===== config.mk =====
export PLATFORM = sky130hd
export DESIGN_NAME = alu8_flag_unit
export DESIGN_NICKNAME = d
export VERILOG_FILES = /design/src/rtl/alu8_pkg.sv /design/src/rtl/alu8_adder.sv /design/src/rtl/alu8_parity.sv /design/src/rtl/alu8_psw_reg.sv /design/src/rtl/alu8_bank_map.sv /design/src/rtl/alu8_flag_unit.sv
export SDC_FILE = /design/constraint.sdc
export NUM_CORES = 1
export LEC_CHECK = 0
export BUFFER_PORTS_ARGS = -buffer_cell sky130_fd_sc_hd__buf_2
export CORE_MARGIN = 2
export CORE_UTILIZATION = 44
export DETAILED_ROUTE_END_ITERATION = 8
export PLACE_DENSITY = 0.88
export SYNTH_ARGS = -nofsm -noshare
export SYNTH_HDL_FRONTEND = slang
export SYNTH_SLANG_ARGS = --single-unit
export TNS_END_PERCENT = 100

===== constraint.sdc =====
create_clock -name clk -period 6.3 [get_ports clk]
set_input_delay 0.315 -clock clk [delete_from_list [all_inputs] [get_ports clk]]
set_output_delay 0.315 -clock clk [all_outputs]
set_load 0.005 [all_outputs]

===== src/rtl/alu8_pkg.sv =====
// Package: shared operation codes and status-byte bit positions.
// Assumes an 8-bit status byte whose layout is fixed by the datapath.
package alu8_pkg;
    localparam int PSW_W  = 8;
    localparam int CY_BIT = 7;
    localparam int AC_BIT = 6;
    localparam int UF_BIT = 5;
    localparam int RS_HI  = 4;
    localparam int RS_LO  = 3;
    localparam int OV_BIT = 2;
    localparam int GF_BIT = 1;
    localparam int P_BIT  = 0;

    typedef enum logic [1:0] {
        OP_ADD  = 2'b00,
        OP_ADDC = 2'b01,
        OP_INC  = 2'b10,
        OP_AND  = 2'b11
    } alu_op_e;
endpackage


===== src/rtl/alu8_adder.sv =====
// Ripple-carry adder that exposes the full carry chain.
// Provides the sum, the carry out of the top bit, the carry out of the
// lower nibble (half-carry) and the signed overflow. Assumes HALF_W < W.
module alu8_adder #(
    parameter int W      = 8,
    parameter int HALF_W = 4
) (
    input  logic [W-1:0] a,
    input  logic [W-1:0] b,
    input  logic         cin,
    output logic [W-1:0] sum,
    output logic         c_out,
    output logic         c_half,
    output logic         ovf
);
    logic [W:0] carry;

    assign carry[0] = cin;

    // One full-adder cell per bit position.
    for (genvar i = 0; i < W; i++) begin : g_bit
        assign sum[i]     = a[i] ^ b[i] ^ carry[i];
        assign carry[i+1] = (a[i] & b[i]) | (carry[i] & (a[i] ^ b[i]));
    end

    assign c_out  = carry[W];
    assign c_half = carry[HALF_W];
    assign ovf    = carry[W] ^ carry[W-1];
endmodule


===== src/rtl/alu8_parity.sv =====
// Odd-parity generator: the output is 1 when the input has an odd number of ones.
// Purely combinational. Built as an XOR chain so that it works for any width.
module alu8_parity #(
    parameter int W = 8
) (
    input  logic [W-1:0] din,
    output logic         odd
);
    logic [W:0] chain;

    assign chain[0] = 1'b0;

    // Fold each bit into the running XOR.
    for (genvar i = 0; i < W; i++) begin : g_x
        assign chain[i+1] = chain[i] ^ din[i];
    end

    assign odd = chain[W];
endmodule


===== src/rtl/alu8_psw_reg.sv =====
// Stored status bits 7 down to 1 (the parity bit is live logic elsewhere).
// A direct write wins over an arithmetic update in the same cycle. Only the
// carry, half-carry and overflow bits take arithmetic updates.
module alu8_psw_reg
    import alu8_pkg::*;
(
    input  logic             clk,
    input  logic             rst_n,
    input  logic             wr_en,
    input  logic [PSW_W-1:1] wr_data,
    input  logic             arith_upd,
    input  logic             cy_new,
    input  logic             ac_new,
    input  logic             ov_new,
    output logic [PSW_W-1:1] state
);
    // Holds, loads or updates the stored status bits.
    always_ff @(posedge clk) begin
        if (!rst_n) begin
            state <= '0;
        end else if (wr_en) begin
            state <= wr_data;
        end else if (arith_upd) begin
            state[CY_BIT] <= cy_new;
            state[AC_BIT] <= ac_new;
            state[OV_BIT] <= ov_new;
        end
    end
endmodule


===== src/rtl/alu8_bank_map.sv =====
// Maps the two bank-select bits to the base address of a register bank.
// Assumes BANK_REGS is a power of two and that the address fits ADDR_W.
module alu8_bank_map #(
    parameter int BANK_REGS = 8,
    parameter int ADDR_W    = 8
) (
    input  logic [1:0]        rs,
    output logic [ADDR_W-1:0] base
);
    localparam int SHIFT = $clog2(BANK_REGS);

    // Scale the bank index by the bank size.
    always_comb begin
        base = ADDR_W'(rs) << SHIFT;
    end
endmodule


===== src/rtl/alu8_flag_unit.sv =====
// Top level: arithmetic and flag unit for an 8-bit accumulator datapath.
// The result is combinational. Status bits 7..1 are registered, bit 0 is
// the live accumulator parity and bank_base follows the stored select bits.
// Assumes the caller writes result back into the accumulator.
module alu8_flag_unit
    import alu8_pkg::*;
#(
    parameter int DATA_W    = 8,
    parameter int HALF_W    = 4,
    parameter int BANK_REGS = 8,
    parameter int ADDR_W    = 8
) (
    input  logic              clk,
    input  logic              rst_n,
    input  logic              op_valid,
    input  logic [1:0]        op_sel,
    input  logic [DATA_W-1:0] acc_in,
    input  logic [DATA_W-1:0] opnd_in,
    input  logic              psw_wr,
    input  logic [PSW_W-1:1]  psw_wdata,
    output logic [DATA_W-1:0] result,
    output logic [PSW_W-1:0]  psw_out,
    output logic [ADDR_W-1:0] bank_base
);
    alu_op_e           op_e;
    logic [DATA_W-1:0] add_b;
    logic              add_cin;
    logic [DATA_W-1:0] add_sum;
    logic              add_cy;
    logic              add_ac;
    logic              add_ov;
    logic              is_arith;
    logic              par_odd;
    logic [PSW_W-1:1]  stored;

    assign op_e = alu_op_e'(op_sel);

    // Pick the adder's second input and carry-in for the selected operation.
    always_comb begin
        add_b    = opnd_in;
        add_cin  = 1'b0;
        is_arith = 1'b0;
        unique case (op_e)
            OP_ADD:  is_arith = 1'b1;
            OP_ADDC: begin
                is_arith = 1'b1;
                add_cin  = stored[CY_BIT];
            end
            OP_INC:  add_b = DATA_W'(1);
            OP_AND:  add_b = opnd_in;
        endcase
    end

    alu8_adder #(.W(DATA_W), .HALF_W(HALF_W)) adder_i (
        .a      (acc_in),
        .b      (add_b),
        .cin    (add_cin),
        .sum    (add_sum),
        .c_out  (add_cy),
        .c_half (add_ac),
        .ovf    (add_ov)
    );

    // Route the adder or the AND product to the result.
    always_comb begin
        result = (op_e == OP_AND) ? (acc_in & opnd_in) : add_sum;
    end

    alu8_psw_reg psw_i (
        .clk       (clk),
        .rst_n     (rst_n),
        .wr_en     (psw_wr),
        .wr_data   (psw_wdata),
        .arith_upd (op_valid & is_arith),
        .cy_new    (add_cy),
        .ac_new    (add_ac),
        .ov_new    (add_ov),
        .state     (stored)
    );

    alu8_parity #(.W(DATA_W)) par_i (
        .din (acc_in),
        .odd (par_odd)
    );

    assign psw_out = {stored, par_odd};

    alu8_bank_map #(.BANK_REGS(BANK_REGS), .ADDR_W(ADDR_W)) bank_i (
        .rs   (stored[RS_HI:RS_LO]),
        .base (bank_base)
    );

    // Reference sums used only by the assertions below.
    logic [DATA_W:0] ref_add;
    logic [DATA_W:0] ref_addc;
    assign ref_add  = {1'b0, acc_in} + {1'b0, opnd_in};
    assign ref_addc = {1'b0, acc_in} + {1'b0, opnd_in} + (DATA_W+1)'(psw_out[CY_BIT]);


    add_carry_chk: assert property (@(posedge clk) disable iff (!rst_n)
        (op_valid && !psw_wr && op_sel == 2'b00) |=> psw_out[CY_BIT] == $past(ref_add[DATA_W]));


    addc_result_chk: assert property (@(posedge clk) disable iff (!rst_n)
        (op_sel == 2'b01) |-> result == ref_addc[DATA_W-1:0]);


    inc_flags_chk: assert property (@(posedge clk) disable iff (!rst_n)
        (op_valid && !psw_wr && op_sel == 2'b10) |=>
        (psw_out[CY_BIT] == $past(psw_out[CY_BIT]) && psw_out[AC_BIT] == $past(psw_out[AC_BIT])
         && psw_out[OV_BIT] == $past(psw_out[OV_BIT])));


    and_flags_chk: assert property (@(posedge clk) disable iff (!rst_n)
        (op_valid && !psw_wr && op_sel == 2'b11) |=>
        (psw_out[CY_BIT] == $past(psw_out[CY_BIT]) && psw_out[AC_BIT] == $past(psw_out[AC_BIT])
         && psw_out[OV_BIT] == $past(psw_out[OV_BIT])));


    parity_chk: assert property (@(posedge clk) disable iff (!rst_n)
        psw_out[P_BIT] == $countones(acc_in) % 2);


    direct_write_chk: assert property (@(posedge clk) disable iff (!rst_n)
        psw_wr |=> psw_out[PSW_W-1:1] == $past(psw_wdata));


    bank_base_chk: assert property (@(posedge clk) disable iff (!rst_n)
        bank_base == ADDR_W'(psw_out[RS_HI:RS_LO]) * ADDR_W'(BANK_REGS));


    idle_hold_chk: assert property (@(posedge clk) disable iff (!rst_n)
        (!op_valid && !psw_wr) |=> $stable(psw_out[PSW_W-1:1]));
endmodule


**Yosys cells after proc, flatten, opt, wreduce, memory -nomap -nowiden**

Index checks and enable logic that the tools add are counted.

- Memory bits (read-only): 0
- Memories kept: 0
- Logic and storage cells: 66
- Input port bits: 29
- RAM bits: 0
- Bits in latches: 0
- Register bits: 7
- Output and inout port bits: 24

- Mux-type cells: 8
- Div/mod/pow operators: 0
- Eq/ne operators: 3
- Bitwise logic cells: 50
- $mul: 0
- Shifts and indexed selects: 0
- Reduce and logical (&&, ||, !) cells: 3
- Add/subtract/negate cells: 0
- Magnitude comparators: 0

Operators by type and width:

| kind | number |
|---|---|
| XOR 1 bit | 24 |
| bitwise AND 1 bit | 17 |
| two-way mux 8 bit | 2 |
| bitwise AND 8 bit | 1 |
| OR 1 bit | 8 |
| == test 2 bit (second input constant) | 2 |
| two-way mux 1 bit | 4 |
| two-way mux 2 bit | 2 |
| == test 2 x 1 -> 1 bit (second input constant) | 1 |
| zero test 2 bit | 1 |
| nonzero test 2 bit | 1 |
| OR reduction 2 bit | 1 |

**Longest topological paths before layout**

Gate-level depths: netlist of the first run.

- Depth in word-level cells: 22
- Gate-level depth with buffers: 17
- Mapped depth without buffers: 17

**Hierarchy**

A second synthesis of the first run with hierarchy kept.

- Cells, all modules: 110
- Area total of the unflattened synthesis: 924.6 um^2

By module, submodules not included:

| module | cells each | times used | area each (um^2) | seq. area each (um^2) |
|---|---|---|---|---|
| alu8_psw_reg | 25 | 1 | 295.3 | 140.1 |
| alu8_flag_unit | 41 | 1 | 264.0 | 0.0 |
| alu8_adder | 28 | 1 | 240.2 | 0.0 |
| alu8_bank_map | 9 | 1 | 63.8 | 0.0 |
| alu8_parity | 7 | 1 | 61.3 | 0.0 |

**Least setup slack after synthesis of the first run**

Ideal clock, no wire load.

- Kind: in2out
- Start point: input port op_sel[0]
- End point: output port result[7]
- Setup slack: 2,484 ps
- Cell stages on the path: 15
- Arrival: 3,501 ps
- Path buffers: 0
- Cells stage by stage: nand2b_1 nor2b_1 fa_1 fa_1 inv_1 fa_1 fa_1 fa_1 inv_1 fa_1 inv_1 fa_1 inv_1 fa_1 a21oi_1

- Cells in the longest elaborated chain, start to end: 19
- Elaborated cells on any way between the ends: 36

RTL lines:

| element | line | text |
|---|---|---|
| start, declared | alu8_flag_unit.sv:16 | `input logic [1:0] op_sel,` |
| == test 2 bit | alu8_flag_unit.sv:43 | `unique case (op_e)` |
| two-way mux 8 bit | alu8_flag_unit.sv:43 |  |
| XOR 1 bit | alu8_adder.sv:23 | `assign carry[i+1] = (a[i] & b[i]) \| (carry[i] & (a[i] ^ b[i]));` |
| bitwise AND 1 bit | alu8_adder.sv:23 |  |
| OR 1 bit | alu8_adder.sv:23 |  |
| bitwise AND 1 bit | alu8_adder.sv:23 |  |
| OR 1 bit | alu8_adder.sv:23 |  |
| bitwise AND 1 bit | alu8_adder.sv:23 |  |
| [... 3 more ...] | - |  |
| bitwise AND 1 bit | alu8_adder.sv:23 |  |
| OR 1 bit | alu8_adder.sv:23 |  |
| bitwise AND 1 bit | alu8_adder.sv:23 |  |
| OR 1 bit | alu8_adder.sv:23 |  |
| bitwise AND 1 bit | alu8_adder.sv:23 |  |
| OR 1 bit | alu8_adder.sv:23 |  |
| XOR 1 bit | alu8_adder.sv:22 | `assign sum[i] = a[i] ^ b[i] ^ carry[i];` |
| two-way mux 8 bit * | alu8_flag_unit.sv:66 | `result = (op_e == OP_AND) ? (acc_in & opnd_in) : add_sum;` |
| end, declared | alu8_flag_unit.sv:21 | `output logic [DATA_W-1:0] result,` |

Every way passes the cells marked *; elsewhere a longest branch is shown, timed or not.

**Worst setup path in the final report of the first run**

- Start point: input port op_sel[1]
- End point: output port result[7]

Same word-level chain as after synthesis.

==> results of run 1 <==
==> cells in the mapped netlist <==
| library cell | instances |
|---|---|
| nand2_1 | 13 |
| a21oi_1 | 10 |
| inv_1 | 10 |
| buf_4 | 9 |
| fa_1 | 8 |
| dfxtp_1 | 7 |
| xnor2_1 | 7 |
| mux2i_1 | 6 |
| and2_1 | 5 |
| nor2_1 | 5 |
| nand3_1 | 4 |
| buf_2 | 2 |
| nand3b_1 | 2 |
| a211oi_2 | 1 |
| conb_1 | 1 |
| nand2b_1 | 1 |
| nor2b_1 | 1 |
| nor2b_4 | 1 |
| o211ai_1 | 1 |
| o21ai_0 | 1 |
| xor2_1 | 1 |
==> worst max-delay path: cells and delay by family <==
family	cells	cell delay, ps
and+or+nand+nor	2	410
AOI/OAI and AO/OA	1	130
buffers and inverters	6	530
adders and majority gates	8	2560
==> through the flow <==
step / worst slack [ps] / hold slack (ps)
5_1_grt: 1800 / 321
3_3_place_gp: 2150 / 470
3_5_place_dp: 2040 / 501
4_1_cts: 2030 / 298
6_report: 2040 / 303
2_1_floorplan: 2480 / 453
==> per-layer routing <==
metal  GRT usage, %  vias up
met2           29.7       41
met1           20.2      318
li1               -      374
met5              0        -
met3           2.75        0
met4           6.86        0
==> worst max-delay path by stage <==
stage | start | endpoint | slack, ps | cells after the start
6_report | op_sel[1] | result[7] | 2040 | 17
5_1_grt | op_sel[1] | result[7] | 1800 | 17
4_1_cts | op_sel[1] | result[7] | 2030 | 17
3_5_place_dp | op_sel[1] | result[7] | 2040 | 17
3_3_place_gp | op_sel[1] | result[7] | 2150 | 17
2_1_floorplan | op_sel[0] | result[7] | 2480 | 15
==> layout make-up <==
type	count	area share (%)
clock buffers	4	2.59
inverters	10	3.70
multi-input cells	73	54.1
repair buffers	46	22.7
well taps	25	3.09
flip-flops and latches	7	13.8
==> kinds of logic (layout without fill, tap and decap cells) <==
logic type / Yosys count / count (layout) / synth area share [%]
other: 1 / 6 / 0.478
multiplexers: 6 / 6 / 7.66
AO/OA/AOI/OAI: 13 / 13 / 9.57
flip-flops: 7 / 7 / 17.9
adder cells (fa/ha/maj): 8 / 8 / 20.4
XOR/XNOR: 8 / 8 / 8.93
buffers and inverters: 21 / 60 / 14.7
AND/OR/NAND/NOR: 32 / 32 / 20.4
==> power breakdown <==
part	leakage (nW)	total (mW)	switching (mW)	internal (mW)
clock network	0.0150	0.0400	0.0159	0.0241
logic	0.476	0.0747	0.0370	0.0377
registers	0.0580	0.0491	0.00168	0.0474
==> results.txt, run 1 <==
critical setup path kind -> primary input to output pin
CTS resizes -> 0
VDD IR max -> 0.0942 mV
grt ovf -> 0
HP Class -> primary input to flop
Final Hold Vio Count -> 0
crit path cell chain -> buf_2, nand2b_1, nor2b_1, fa_1, fa_1, inv_1, fa_1, fa_1, fa_1, inv_1, fa_1, inv_1, fa_1, inv_1, fa_1, a21oi_1, buf_2
post-layout util -> 59.3%
dpl hpwl -> 1440 um
clock sink count -> 7
Post-Place Cells -> 161
hold path depth -> 3
worst skew pair latency -> 250 ps
Hold EP -> psw_i.state[4]$_SDFFE_PN0P_
io pins -> 53
Power per Cell Area -> 162 nW/um^2
Post-Place Cell Area -> 987 um^2
drt via density -> 4.44
CP Data Arrival Time -> 3950 ps
total CTS buffers -> 3
RR Endpoint -> psw_i.state[2]$_SDFFE_PN0P_
TNS Setup -> 0 ps
Synth top area share -> 20.4%
Root Buffer -> clkbuf_4
max reg flops -> 7
Buffers on Ports -> 46
most frequent cells in the layout -> buf_2, nand2_1, inv_1, a21oi_1, fa_1
Final Non-Filler Cells -> 165
DRC violation count after routing -> 0
CP max-delay cell -> fa_1
clock skew -> 3.92 ps
H-tree levels -> 1
CP Capture Type -> output pin
vias in the first global route -> 641
run status -> completed
number of setup violations in the final report -> 0
Post-CTS Setup Bufs -> 0
CTS Hold Buffers Added -> 0
post-synth cell types -> 21
PnR Total Power -> 0.164 mW
first-pass GRT wire length -> 2590 um
clock buffer depth -> 2
max-cap violations -> 0
RSZ-0062 raised after global routing -> false
sequential share of the synthesized area -> 17.9%
total wire length -> 1680 um
most common cell after layout, fill and taps aside -> buf_2
M1 WL -> 714 um
uppermost routed layer -> met3
Core Rows -> 15
top cells by area, synth -> fa_1, dfxtp_1, buf_4
gr usage total -> 16.9%
critical path launch point type -> primary input
Syn Inst Count -> 96
Multi-input gate area -> 548 um^2
top flop regs -> psw_i.state x7
Worst Path Max Fanout -> 8
vias -> 733
largest net degree at the start of global routing -> 13
starting density of the core -> 45.9%
DIE AREA -> 2140 um^2
share of cells above drive strength 1 -> 36.4%
Synth area leader -> fa_1
Layout Nets -> 178
Tmin final -> 4260 ps
Die Y -> 46.2 um
clk slew on worst S/H paths -> 50 ps
Initial DRC Count -> 10
DRT antenna net count -> 0
mean post-synth cell area -> 8.17 um^2
yosys warns -> 0
synthesized flop and latch total -> 7
f_max -> 0.235 GHz
R2R depth -> 16
met3 WL -> 149 um
total iterations of the first detailed-routing run -> 4
CP required -> 5980 ps
synthesis-to-finish area growth -> 29.2%
Largest Register -> psw_i.state
GPL Wtd Cong -> 0.785
initial antenna violation count -> 0
r2r startpoint -> psw_i.state[7]$_SDFFE_PN0P_
Final Cell Area -> 1010 um^2
CTS tree -> done
register area -> 140 um^2
Critical Path Most Common Cell -> fa_1
Mapped Area -> 785 um^2
Crit path largest cell delay -> 430 ps
ANT cells -> 0
Slew Viols, Final -> 0
Fill cells -> 170
core area -> 1710 um^2
die span in x -> 46.2 um
Tcrit/Tclk final -> 67.6%
reg2reg setup slack -> 2780 ps
hold_sp -> psw_wdata[4]
per-cell routed wire length -> 10.2 um
met2 wire length -> 817 um
Lkg Pwr -> 0.549 nW
No activity file was read; power rests on OpenSTA's default activity.
==> inputs of run 2 (changes only) <==
--- a/config.mk
+++ b/config.mk
@@ -7,9 +7,9 @@
 export LEC_CHECK = 0
 export BUFFER_PORTS_ARGS = -buffer_cell sky130_fd_sc_hd__buf_2
 export CORE_MARGIN = 2
-export CORE_UTILIZATION = 44
+export CORE_UTILIZATION = 37
 export DETAILED_ROUTE_END_ITERATION = 8
-export PLACE_DENSITY = 0.88
+export PLACE_DENSITY = 0.79
 export SYNTH_ARGS = -nofsm -noshare
 export SYNTH_HDL_FRONTEND = slang
 export SYNTH_SLANG_ARGS = --single-unit
==> constraint.sdc (replaced) <==
create_clock -name clk -period 3.46 [get_ports clk]
set_input_delay 0.173 -clock clk [delete_from_list [all_inputs] [get_ports clk]]
set_output_delay 0.173 -clock clk [all_outputs]
set_load 0.005 [all_outputs]
==> run 2 against run 1 <==
  * The run now ends with setup timing left
  * Setup slack got worse by 2300 ps
  * Critical endpoint unchanged
  * Register-to-register slack got worse by 2700 ps
  * Non-clock buffer count increased by 8
  * Combinational power increased by 110%
  * Via count increased by 8.6%
  * Clock power increased by 89%
  * First-iteration DRC count increased by 40%
  * Global-route usage decreased by 1.0 points
  * Worst hold slack got worse by 150 ps
  * Largest power group unchanged
==> results.txt, run 2 (synthesis gave the netlist of run 1 again) <==
vias in the first global route -> 793 (+24%)
PnR Total Power -> 0.320 mW (+95%)
GR Util met2 -> 28.1% (-1.7 points)
post-layout util -> 56.2% (-3.2 points)
number of setup violations in the final report -> 1 (+1)
share of cells above drive strength 1 -> 48.0% (+12 points)
critical setup path kind -> flop to output pin
Root Buffer -> clkbuf_4
largest net degree at the start of global routing -> 13 (unchanged)
clk slew on worst S/H paths -> 50 ps (about the same)
CTS tree -> done
clock skew -> 0.722 ps (-3.20 ps)
met1 usage -> 19.3% (-0.91 points)
run status -> finished with violations
RSZ-0062 raised after global routing -> true
first-pass GRT wire length -> 3160 um (+22%)
DIE AREA -> 2500 um^2 (+17%)
GPL Wtd Cong -> 0.661 (-16%)
GRT busiest layer -> met2
gr usage total -> 15.9% (-1.0 points)
Net Sw Power -> 0.108 mW (+97%)
starting density of the core -> 39.6% (-6.4 points)
drt via density -> 4.55 (+2.4%)
Tcrit/Tclk final -> 107%
failing checks -> setup timing
initial antenna violation count -> 0 (unchanged)
Critical Path Most Common Cell -> fa_2
Crit path largest cell delay -> 430 ps (about the same)
Logic pwr share -> 48.4% (+2.8 points)
met3 usage -> 2.42% (-0.32 points)
VDD IR max -> 0.187 mV (+98%)
DRT antenna net count -> 0 (unchanged)
most frequent cells in the layout -> buf_2, nand2_1, inv_1, a21oi_1, buf_4
P_int -> 0.213 mW (+95%)
Final Non-Filler Cells -> 175 (+6.1%)
ANT cells -> 0 (unchanged)
die span in x -> 50.0 um (+8.3%)
post-place setup slack -> -305 ps (-2340 ps)
worst path bufs/invs -> 5 (-1)
DRC violation count after routing -> 0 (unchanged)
clock power share -> 23.7% (-0.7 points)
Lkg Pwr -> 0.596 nW (+8.5%)
max reg flops -> 7 (unchanged)
Post-Place Cell Area -> 1050 um^2 (+6.6%)
core area -> 1980 um^2 (+16%)
Largest Register -> psw_i.state
total wire length -> 1840 um (+9.2%)
io pins -> 53 (unchanged)
Buffers on Ports -> 46 (unchanged)
total iterations of the first detailed-routing run -> 4 (unchanged)
per-cell routed wire length -> 10.5 um (+3.0%)
CP Capture Type -> output pin
Initial DRC Count -> 14 (+4)
CP Data Arrival Time -> 3520 ps (-430 ps)
H-tree levels -> 1 (unchanged)
Post-Place Cells -> 170 (+5.6%)
CP required -> 3290 ps (-2690 ps)
Final Hold Vio Count -> 0 (unchanged)
HP Class -> primary input to flop
top flop regs -> psw_i.state x7
vias -> 796 (+8.6%)
Seq pwr share -> 28.0% (-2.0 points)
dpl hpwl -> 1550 um (+7.7%)
CTS Hold Buffers Added -> 0 (unchanged)
worst skew pair latency -> 250 ps (about the same)
f_max -> 0.271 GHz
Tmin final -> 3690 ps
Power per Cell Area -> 287 nW/um^2 (+78%)
TNS Setup -> -232 ps (-232 ps)
clock sink count -> 7 (unchanged)
Core Rows -> 16 (+1)
grt ovf -> 0 (unchanged)
Crit path max-delay family -> adder cells
synthesis-to-finish area growth -> 41.9%
Layout Nets -> 186 (+4.5%)
WHS -> 156 ps (-147 ps)
worst setup margin -> -232 ps (-2270 ps)
clock buffer depth -> 2 (unchanged)
Slew Viols, Final -> 0 (unchanged)
CP max-delay cell -> fa_2
Final Cell Area -> 1110 um^2 (+9.9%)
critical path launch point type -> flop
most common cell after layout, fill and taps aside -> buf_2
crit path cell chain -> nand3b_1, fa_2, fa_1, inv_1, fa_2, fa_2, fa_2, inv_1, fa_1, inv_1, fa_2, inv_2, fa_2, a21oi_2, buf_2
Worst Path Max Fanout -> 2 (-6)
Net Sw Frac -> 33.6% (+0.30 points)
total CTS buffers -> 3 (unchanged)
max-cap violations -> 0 (unchanged)
Die Y -> 50.0 um (+8.3%)
[run 2: layout make-up]
type                            count  area, um^2
Clock buffer                        4        26.3
Fill cell                         204         868
Inverter                           10        37.5
Multi-Input combinational cell     73         584
Sequential cell                     7         141
Tap cell                           27        33.8
Timing Repair Buffer               54         290
[run 2: worst reg2reg max path: stages (launching register included)]
cell and delay (ps):
dfxtp_2 320, nand3b_1 100, fa_2 360, fa_1 360
inv_1 90, fa_2 190, fa_2 220, fa_2 190
inv_1 40, fa_1 350, inv_1 80, fa_2 210
inv_2 40, fa_2 360, xnor2_2 150, mux2i_1 130
a21oi_1 80
[run 2: per-layer routing]
metal	up-vias	routed length, um
li1	393	-
met4	0	22
met3	3	175
met2	45	893
met5	-	0
met1	355	744
[run 2: path summary, 6_finish.rpt]
path	depth (start not counted)	from	slack (ps)	to
max	15	psw_i.state[7]$_SDFFE_PN0P_	-230	result[7]
min	3	psw_wdata[4]	160	psw_i.state[4]$_SDFFE_PN0P_
max reg2reg	16	psw_i.state[7]$_SDFFE_PN0P_	70	psw_i.state[2]$_SDFFE_PN0P_
min reg2reg	2	psw_i.state[1]$_SDFFE_PN0P_	530	psw_i.state[1]$_SDFFE_PN0P_
[run 2: power by group through the flow]
stage | sequential, mW | combinational, mW | clock [mW]
floorplan | 0.0913 | 0.0909 | 0
global placement | 0.0904 | 0.141 | 0
detailed placement | 0.0908 | 0.147 | 0
CTS | 0.0896 | 0.150 | 0.0766
global route | 0.0903 | 0.176 | 0.0864
finish | 0.0895 | 0.155 | 0.0757
[run 2: timing repair]
item	CTS	global route
hold endpoints to repair	0	0
endpoints found under the setup margin	2	4
pin swaps	2	3
resized for setup	7	3
buffers inserted	0	1
cloned	0	0
